--- src/rtl/spim_pkg.sv ---
package spim_pkg;
  typedef enum logic [1:0] {
    OP_OPEN  = 2'd0,
    OP_SHIFT = 2'd1,
    OP_CLOSE = 2'd2,
    OP_NONE  = 2'd3
  } spim_op_e;

  typedef enum logic [1:0] {
    ST_IDLE  = 2'd0,
    ST_OPEN  = 2'd1,
    ST_SHIFT = 2'd2
  } spim_st_e;

  localparam int unsigned MAX_BITS = 32;

  // bits moved by one transfer
  function automatic int unsigned bits_of(logic wide);
    return wide ? 32 : 8;
  endfunction

  // system cycles from accepting a transfer to its done pulse
  function automatic int unsigned xfer_cycles(logic wide, int unsigned div);
    return 2 * bits_of(wide) * (div + 1);
  endfunction
endpackage

--- src/rtl/spim_gap_track.sv ---
module spim_gap_track #(
  parameter int NSLV  = 3,
  parameter int SEL_W = 2,
  parameter int GAP_W = 16
) (
  input  logic             clk,
  input  logic             rst_n,
  input  logic             load,
  input  logic [SEL_W-1:0] load_idx,
  input  logic [GAP_W-1:0] load_val,
  output logic [NSLV-1:0]  clear
);
  for (genvar g = 0; g < NSLV; g++) begin : g_tgt
    logic [GAP_W-1:0] cnt;
    always_ff @(posedge clk) begin
      if (!rst_n)                                 cnt <= '0;
      else if (load && load_idx == SEL_W'(g))     cnt <= load_val;
      else if (cnt != '0)                         cnt <= cnt - 1'b1;
    end
    assign clear[g] = (cnt == '0);
  end
endmodule

--- src/rtl/spim_shift.sv ---
module spim_shift
  import spim_pkg::*;
#(
  parameter int DIV_W = 8,
  parameter int DW    = 32
) (
  input  logic             clk,
  input  logic             rst_n,
  input  logic             go,
  input  logic [DIV_W-1:0] div,
  input  logic             pol,
  input  logic             pha,
  input  logic             wide,
  input  logic [DW-1:0]    tx,
  input  logic             din,
  output logic             busy,
  output logic             sclk,
  output logic             dout,
  output logic             done,
  output logic [DW-1:0]    rx,
  output logic             edge_ev
);
  localparam int EW = $clog2(2 * DW);

  logic [DIV_W-1:0] hc, div_q;
  logic [EW-1:0]    ecnt;
  logic [DW-1:0]    tx_q, rx_q;
  logic             pha_q, wide_q, sclk_q, dout_q, busy_q, done_q;
  logic             lead, last, nxt_ok;
  logic [EW-2:0]    k;

  assign lead    = ~ecnt[0];
  assign k       = ecnt[EW-1:1];
  assign edge_ev = busy_q && (hc == '0);
  assign last    = (ecnt == EW'(2 * bits_of(wide_q) - 1));
  assign nxt_ok  = (int'(k) + 1) < int'(bits_of(wide_q));

  always_ff @(posedge clk) begin
    if (!rst_n) begin
      busy_q <= 1'b0; done_q <= 1'b0; hc <= '0; div_q <= '0; ecnt <= '0;
      tx_q <= '0; rx_q <= '0; pha_q <= 1'b0; wide_q <= 1'b0;
      sclk_q <= 1'b0; dout_q <= 1'b0;
    end else begin
      done_q <= 1'b0;
      if (go) begin
        busy_q <= 1'b1;
        hc     <= div;
        div_q  <= div;
        ecnt   <= '0;
        sclk_q <= pol;
        tx_q   <= tx;
        rx_q   <= '0;
        pha_q  <= pha;
        wide_q <= wide;
        if (!pha) dout_q <= tx[0];
      end else if (busy_q) begin
        if (hc != '0) begin
          hc <= hc - 1'b1;
        end else begin
          hc     <= div_q;
          sclk_q <= ~sclk_q;
          ecnt   <= ecnt + 1'b1;
          if (lead ^ pha_q) rx_q[k] <= din;
          if (pha_q && lead) dout_q <= tx_q[k];
          else if (!pha_q && !lead && nxt_ok) dout_q <= tx_q[k + 1'b1];
          if (last) begin
            busy_q <= 1'b0;
            done_q <= 1'b1;
          end
        end
      end
    end
  end

  assign busy = busy_q;
  assign sclk = sclk_q;
  assign dout = dout_q;
  assign done = done_q;
  assign rx   = rx_q;
endmodule

--- src/rtl/spim_seq.sv ---
module spim_seq
  import spim_pkg::*;
#(
  parameter int NSLV  = 3,
  parameter int SEL_W = 2,
  parameter int DIV_W = 8,
  parameter int GAP_W = 16
) (
  input  logic             clk,
  input  logic             rst_n,
  input  logic             cmd_valid,
  input  logic [1:0]       cmd_op,
  input  logic [SEL_W-1:0] cmd_slave,
  input  logic [DIV_W-1:0] cmd_div,
  input  logic [1:0]       cmd_mode,
  input  logic [GAP_W-1:0] cmd_gap,
  input  logic [NSLV-1:0]  gap_clear,
  input  logic             xfer_done,
  output logic             cmd_ready,
  output logic             xfer_go,
  output logic             gap_load,
  output logic [SEL_W-1:0] gap_idx,
  output logic [GAP_W-1:0] gap_val,
  output logic             proto_err,
  output logic [NSLV-1:0]  sel,
  output logic [DIV_W-1:0] txn_div,
  output logic [1:0]       txn_mode
);
  spim_st_e         st;
  logic [SEL_W-1:0] slave_q;
  logic [DIV_W-1:0] div_q;
  logic [1:0]       mode_q;
  logic             err_q;
  logic             slave_ok, gap_ok, acc, bad;

  assign slave_ok = int'(cmd_slave) < NSLV;
  assign gap_ok   = slave_ok ? gap_clear[cmd_slave] : 1'b1;

  always_comb begin
    case (st)
      ST_IDLE:  cmd_ready = !(cmd_op == OP_OPEN && slave_ok && !gap_ok);
      ST_OPEN:  cmd_ready = 1'b1;
      default:  cmd_ready = 1'b0;
    endcase
  end

  assign acc = cmd_valid && cmd_ready;

  always_comb begin
    bad = 1'b0;
    if (st == ST_IDLE)      bad = !(cmd_op == OP_OPEN && slave_ok);
    else if (st == ST_OPEN) bad = !(cmd_op == OP_SHIFT || cmd_op == OP_CLOSE);
  end

  assign xfer_go  = acc && st == ST_OPEN && cmd_op == OP_SHIFT;
  assign gap_load = acc && st == ST_OPEN && cmd_op == OP_CLOSE;
  assign gap_idx  = slave_q;
  assign gap_val  = cmd_gap;

  always_ff @(posedge clk) begin
    if (!rst_n) begin
      st <= ST_IDLE; slave_q <= '0; div_q <= '0; mode_q <= '0; err_q <= 1'b0;
    end else begin
      err_q <= acc && bad;
      case (st)
        ST_IDLE: if (acc && !bad) begin
          st      <= ST_OPEN;
          slave_q <= cmd_slave;
          div_q   <= cmd_div;
          mode_q  <= cmd_mode;
        end
        ST_OPEN: begin
          if (xfer_go)       st <= ST_SHIFT;
          else if (gap_load) st <= ST_IDLE;
        end
        default: if (xfer_done) st <= ST_OPEN;
      endcase
    end
  end

  for (genvar g = 0; g < NSLV; g++) begin : g_sel
    assign sel[g] = (st != ST_IDLE) && (slave_q == SEL_W'(g));
  end

  assign proto_err = err_q;
  assign txn_div   = div_q;
  assign txn_mode  = mode_q;
endmodule

--- src/rtl/spim_multi_ctrl.sv ---
module spim_multi_ctrl
  import spim_pkg::*;
#(
  parameter int NSLV  = 3,
  parameter int DIV_W = 8,
  parameter int GAP_W = 16,
  parameter int SEL_W = (NSLV > 1) ? $clog2(NSLV) : 1
) (
  input  logic             clk,
  input  logic             rst_n,
  input  logic             cmd_valid,
  output logic             cmd_ready,
  input  logic [1:0]       cmd_op,
  input  logic [SEL_W-1:0] cmd_slave,
  input  logic [DIV_W-1:0] cmd_div,
  input  logic [1:0]       cmd_mode,
  input  logic             cmd_wide,
  input  logic [31:0]      cmd_data,
  input  logic [GAP_W-1:0] cmd_gap,
  output logic             rx_valid_o,
  output logic [31:0]      rx_data_o,
  output logic             proto_err_o,
  output logic             spi_clk_o,
  output logic             spi_dout_o,
  input  logic             spi_din_i,
  output logic [NSLV-1:0]  spi_sel_o
);
  logic             xfer_go, xfer_busy, xfer_done, shift_clk, edge_ev;
  logic             gap_load;
  logic [SEL_W-1:0] gap_idx;
  logic [GAP_W-1:0] gap_val;
  logic [NSLV-1:0]  gap_clear;
  logic [DIV_W-1:0] txn_div;
  logic [1:0]       txn_mode;

  spim_seq #(.NSLV(NSLV), .SEL_W(SEL_W), .DIV_W(DIV_W), .GAP_W(GAP_W)) u_seq (
    .clk, .rst_n, .cmd_valid, .cmd_op, .cmd_slave, .cmd_div, .cmd_mode, .cmd_gap,
    .gap_clear, .xfer_done, .cmd_ready, .xfer_go, .gap_load, .gap_idx, .gap_val,
    .proto_err(proto_err_o), .sel(spi_sel_o), .txn_div, .txn_mode
  );

  spim_gap_track #(.NSLV(NSLV), .SEL_W(SEL_W), .GAP_W(GAP_W)) u_gap (
    .clk, .rst_n, .load(gap_load), .load_idx(gap_idx), .load_val(gap_val), .clear(gap_clear)
  );

  spim_shift #(.DIV_W(DIV_W), .DW(MAX_BITS)) u_shift (
    .clk, .rst_n, .go(xfer_go), .div(txn_div), .pol(txn_mode[1]), .pha(txn_mode[0]),
    .wide(cmd_wide), .tx(cmd_data), .din(spi_din_i), .busy(xfer_busy),
    .sclk(shift_clk), .dout(spi_dout_o), .done(xfer_done), .rx(rx_data_o), .edge_ev(edge_ev)
  );

  assign spi_clk_o  = xfer_busy ? shift_clk : txn_mode[1];
  assign rx_valid_o = xfer_done;
endmodule

--- config.mk ---
export PLATFORM = sky130hd
export DESIGN_NAME = spim_multi_ctrl
export DESIGN_NICKNAME = d
export VERILOG_FILES = /design/src/rtl/spim_pkg.sv /design/src/rtl/spim_gap_track.sv /design/src/rtl/spim_shift.sv /design/src/rtl/spim_seq.sv /design/src/rtl/spim_multi_ctrl.sv
export SDC_FILE = /design/constraint.sdc
export NUM_CORES = 1
export LEC_CHECK = 0
export BUFFER_PORTS_ARGS = -buffer_cell sky130_fd_sc_hd__buf_2
export CAP_MARGIN = 20
export CORE_ASPECT_RATIO = 1.1
export CORE_MARGIN = 5
export CORE_UTILIZATION = 58
export DETAILED_ROUTE_END_ITERATION = 10
export GPL_TIMING_DRIVEN = 0
export HOLD_SLACK_MARGIN = 0.03
export PLACE_DENSITY = 0.86
export SYNTH_ARGS = -nofsm -noshare
export SYNTH_HDL_FRONTEND = slang
export SYNTH_HIERARCHICAL = 1
export SYNTH_SLANG_ARGS = --single-unit
--- constraint.sdc ---
create_clock -name clk -period 3.4 [get_ports clk]
set_clock_uncertainty 0.15 [all_clocks]
set_input_delay 0.68 -clock clk [delete_from_list [all_inputs] [get_ports clk]]
set_output_delay 0.68 -clock clk [all_outputs]
set_load 0.05 [all_outputs]
==> flow_results.xml <==
<?xml version="1.0" encoding="UTF-8"?>
<metrics>
  <group name="run_status">
    <metric name="outcome" unit="">finished, violations left</metric>
    <metric name="violated_checks" unit="">setup timing</metric>
  </group>
  <group name="cells_and_area">
    <metric name="final_cell_mix" unit="">sky130_fd_sc_hd__dfxtp_1 (148), sky130_fd_sc_hd__nand2_1 (129), sky130_fd_sc_hd__buf_2 (99), sky130_fd_sc_hd__o21ai_0 (76), sky130_fd_sc_hd__nor2_1 (67)</metric>
    <metric name="area_growth_syn_to_layout" unit="%">18.15</metric>
    <metric name="finalNetCount" unit="">1152</metric>
    <metric name="post-route-util" unit="%">68.83</metric>
    <metric name="final_cells" unit="">1275</metric>
    <metric name="ant_cells" unit="">0</metric>
    <metric name="final_cell_area" unit="µm²">9824</metric>
    <metric name="share_of_layout_cells_above_drive_strength_1" unit="%">21.88</metric>
    <metric name="mostFrequentLayoutCell" unit="">sky130_fd_sc_hd__dfxtp_1</metric>
  </group>
  <group name="synthesis">
    <metric name="synthesis.area" unit="µm²">8315</metric>
    <metric name="synth_async_sr_flop_share" unit="%">0</metric>
    <metric name="synth.ff_latch_count" unit="">155</metric>
    <metric name="postSynth.topFlopCell" unit="">sky130_fd_sc_hd__dfxtp_1</metric>
    <metric name="post_synth.cell_area_avg" unit="µm²">8.762</metric>
    <metric name="part_of_the_yosys_area_used_for_sequential_elements" unit="%">37.32</metric>
    <metric name="yosys.cell_types.count" unit="">83</metric>
    <metric name="syn-num-nets" unit="">1031</metric>
    <metric name="yosysWarningCount" unit="">6</metric>
    <metric name="synth_enable_flop_cells" unit="">0</metric>
    <metric name="synthesis.instances" unit="">949</metric>
  </group>
  <group name="timing">
    <metric name="rsz0062_at_grt" unit="">yes</metric>
    <metric name="hold_slack" unit="ns">0.3151</metric>
    <metric name="max_freq" unit="MHz">289.9</metric>
    <metric name="period_minus_slack" unit="ns">3.450</metric>
    <metric name="report.final.slew_viol_count" unit="">0</metric>
    <metric name="timing.final.hold_violations" unit="">0</metric>
    <metric name="slew-limit-headroom" unit="%">40.19</metric>
    <metric name="final_worst_slack" unit="ns">-0.04981</metric>
    <metric name="setup-tns-final" unit="ns">-0.04981</metric>
    <metric name="final.period_utilization" unit="%">101.5</metric>
    <metric name="worst-slew-pin-transition" unit="ns">0.8971</metric>
    <metric name="report.final.setup_viol" unit="">1</metric>
  </group>
  <group name="critical_path">
    <metric name="worstRegToRegCells" unit="">9</metric>
    <metric name="path_class" unit="">flip-flop to primary output</metric>
    <metric name="worst_setup_path_end_kind" unit="">primary output</metric>
    <metric name="cp_data_required_time" unit="ns">2.57</metric>
    <metric name="reg2reg_setup_slack" unit="ns">0.42</metric>
    <metric name="timing.critical_path.from_type" unit="">flip-flop</metric>
    <metric name="timing.critical_path.fanout_max" unit="">4</metric>
    <metric name="cp_data_arrival_time" unit="ns">2.62</metric>
  </group>
  <group name="placed_design">
    <metric name="place.detailed.hpwl" unit="µm">15000</metric>
    <metric name="dpl.cell_count" unit="">1231</metric>
    <metric name="pre_cts_setup_slack" unit="ns">-0.3683</metric>
    <metric name="routabilityCongestion" unit="">0.9305</metric>
    <metric name="buffers_on_ports" unit="">90</metric>
    <metric name="placed_area" unit="µm²">9010</metric>
  </group>
  <group name="global_route">
    <metric name="global_route.usage.met1" unit="%">31.69</metric>
    <metric name="grt_pass1_vias" unit="">7353</metric>
    <metric name="grt-ovfl-total" unit="">0</metric>
    <metric name="grt_antenna_before_repair" unit="">0</metric>
    <metric name="wire_length_of_the_first_global_routing_pass" unit="µm">35930</metric>
    <metric name="grt_most_used_layer" unit="">met2</metric>
    <metric name="grt.total_usage" unit="%">26.85</metric>
    <metric name="grtUsageMet3" unit="%">5.388</metric>
    <metric name="grt_max_degree" unit="">17</metric>
    <metric name="grt_use_met2" unit="%">46.21</metric>
  </group>
  <group name="cts">
    <metric name="root_buffer" unit="">sky130_fd_sc_hd__clkbuf_16</metric>
    <metric name="cts.reportedPaths.clkPinSlew" unit="ns">0.06</metric>
    <metric name="clock_insertion_delay_worst_skew" unit="ns">0.43</metric>
    <metric name="cts_buffers" unit="">17</metric>
    <metric name="htree_num_levels" unit="">4</metric>
    <metric name="clkSinkCount" unit="">155</metric>
    <metric name="cts_buffer_depth" unit="">2</metric>
    <metric name="cts_tree" unit="">built</metric>
  </group>
  <group name="drt">
    <metric name="drt_pass1_iterations" unit="">6</metric>
    <metric name="drt_first_iter_violations" unit="">713</metric>
    <metric name="antenna_violating_nets_post_route" unit="">0</metric>
    <metric name="route.detailed.drc" unit="">0</metric>
    <metric name="routed_via_density" unit="">5.851</metric>
    <metric name="detail_route.wirelength" unit="µm">22070</metric>
    <metric name="routed-via-count" unit="">7460</metric>
    <metric name="drt-wirelength-per-cell" unit="µm">17.31</metric>
  </group>
  <group name="hold_path">
    <metric name="hold_path.class" unit="">flip-flop to flip-flop</metric>
    <metric name="cell_depth_of_the_worst_min_delay_path" unit="">2</metric>
  </group>
  <group name="pwr">
    <metric name="ir_drop" unit="mV">0.5730</metric>
    <metric name="power.static_leakage" unit="nW">3.699</metric>
    <metric name="p_per_area" unit="nW/µm²">604.4</metric>
    <metric name="total_power" unit="mW">5.938</metric>
  </group>
  <group name="floorplan">
    <metric name="fp.coreArea" unit="µm²">14270</metric>
    <metric name="io_pins" unit="">107</metric>
    <metric name="core.rowCount" unit="">46</metric>
    <metric name="dieHeight" unit="µm">135.6</metric>
    <metric name="die_w" unit="µm">124.2</metric>
    <metric name="initial_core_util" unit="%">58.26</metric>
    <metric name="floorplan.die_area" unit="µm²">16830</metric>
  </group>
  <group name="flow_run">
    <metric name="max_cap_viol_count" unit="">0</metric>
  </group>
</metrics>
registers in the layout (all words and copies together), names as in the netlist:
register,flops
u_shift/ecnt,6
u_shift/pha_q,1
u_shift/wide_q,1
u_shift/busy,1
u_shift/dout,1
u_seq/gap_idx,2
u_seq/txn_div,8
u_seq/proto_err,1
u_shift/rx,32
u_seq/st,2
u_shift/tx_q,32
u_gap/g_tgt.cnt,48
u_shift/div_q,8
u_seq/txn_mode,2
u_shift/hc,8
u_shift/done,1
u_shift/sclk,1
repair_timing:
item,CTS,global route
hold buffers,0,0
endpoints found under the setup margin,2,1
endpoints found under the hold margin,0,0
gates resized for setup,24,1
pin swaps,7,1
buffers inserted,11,2
cells in the mapped netlist, types with 4 or more instances:
library cell / count / share of area, %
sky130_fd_sc_hd__xor2_1: 18 / 1.9
sky130_fd_sc_hd__mux2i_1: 62 / 7.5
sky130_fd_sc_hd__mux4_2: 8 / 2.2
sky130_fd_sc_hd__nor4_1: 5 / 0.38
sky130_fd_sc_hd__a211oi_1: 5 / 0.45
sky130_fd_sc_hd__nor2b_1: 46 / 3.5
sky130_fd_sc_hd__buf_1: 7 / 0.32
sky130_fd_sc_hd__mux2_2: 4 / 0.54
sky130_fd_sc_hd__or3_1: 8 / 0.60
sky130_fd_sc_hd__ha_1: 15 / 2.3
sky130_fd_sc_hd__clkbuf_1: 24 / 1.1
sky130_fd_sc_hd__nor3b_1: 6 / 0.54
sky130_fd_sc_hd__o21ai_2: 10 / 1.1
sky130_fd_sc_hd__dfxtp_1: 155 / 37
sky130_fd_sc_hd__buf_4: 18 / 1.6
sky130_fd_sc_hd__a21boi_0: 13 / 1.2
sky130_fd_sc_hd__a21oi_1: 44 / 2.6
sky130_fd_sc_hd__nor3_1: 18 / 1.1
sky130_fd_sc_hd__xnor2_1: 22 / 2.3
sky130_fd_sc_hd__buf_6: 8 / 1.1
sky130_fd_sc_hd__nor2_1: 67 / 3.0
sky130_fd_sc_hd__nand2_1: 129 / 5.8
sky130_fd_sc_hd__nand3b_1: 4 / 0.36
sky130_fd_sc_hd__o21ai_0: 76 / 4.6
sky130_fd_sc_hd__nand2b_1: 6 / 0.45
sky130_fd_sc_hd__or4_1: 5 / 0.45
sky130_fd_sc_hd__a31oi_1: 6 / 0.45
sky130_fd_sc_hd__o311ai_0: 4 / 0.42
sky130_fd_sc_hd__nand4b_1: 4 / 0.42
sky130_fd_sc_hd__buf_2: 10 / 0.60
sky130_fd_sc_hd__mux4_1: 7 / 2.2
sky130_fd_sc_hd__and2_1: 8 / 0.60
sky130_fd_sc_hd__nand3_1: 28 / 1.7
sky130_fd_sc_hd__inv_1: 25 / 1.1
sky130_fd_sc_hd__o211ai_1: 5 / 0.45
power by group:
group          internal [mW]  switching (mW)
registers               2.00           0.210
logic                  0.811           0.903
clock network           1.23           0.776
total                   4.05            1.89
metal layers:
metal | vias to the layer above | routed length (µm)
met3 | 66 | 1355
li1 | 3551 | -
met5 | - | 0
met4 | 0 | 822
met2 | 316 | 11220
met1 | 3527 | 8671
final timing paths:
path,from,endpoint
max,u_gap/g_tgt[0].cnt[0],cmd_ready
min,u_seq/txn_div[1],u_seq/txn_div[1]
max reg2reg,u_shift/ecnt[1],u_shift/dout
min reg2reg,u_seq/txn_div[1],u_seq/txn_div[1]
critical path: stages, from the launching register on:
cell and delay, ns:
sky130_fd_sc_hd__dfxtp_2 0.33, sky130_fd_sc_hd__inv_1 0.07, sky130_fd_sc_hd__ha_2 0.19, sky130_fd_sc_hd__nor3b_4 0.23
sky130_fd_sc_hd__nand4b_1 0.21, sky130_fd_sc_hd__or2_4 0.30, sky130_fd_sc_hd__inv_1 0.05, sky130_fd_sc_hd__mux2i_1 0.06
sky130_fd_sc_hd__mux2i_1 0.20, sky130_fd_sc_hd__and2b_2 0.26, sky130_fd_sc_hd__a21oi_2 0.13, sky130_fd_sc_hd__buf_6 0.17
cells by family after synthesis:
| logic type | synth area share [%] |
|---|---|
| AND/OR/NAND/NOR | 23.16 |
| AO/OA/AOI/OAI | 14.11 |
| flip-flops | 37.32 |
| buffers and inverters | 5.989 |
| multiplexers | 12.56 |
| XOR/XNOR | 4.604 |
| adder cells (fa/ha/maj) | 2.257 |
area by class of cell:
type,count,area (µm²)
multi-input combinational,699,4800
fill,1074,4449
sequential,155,3112
timing repair buffer,103,554.3
clock buffer,19,432.9
buffer,67,392.9
tap,192,240.2
clock inverter,13,191.4
inverter,27,101.3
Note: power is estimated with default switching activity, not from simulation.
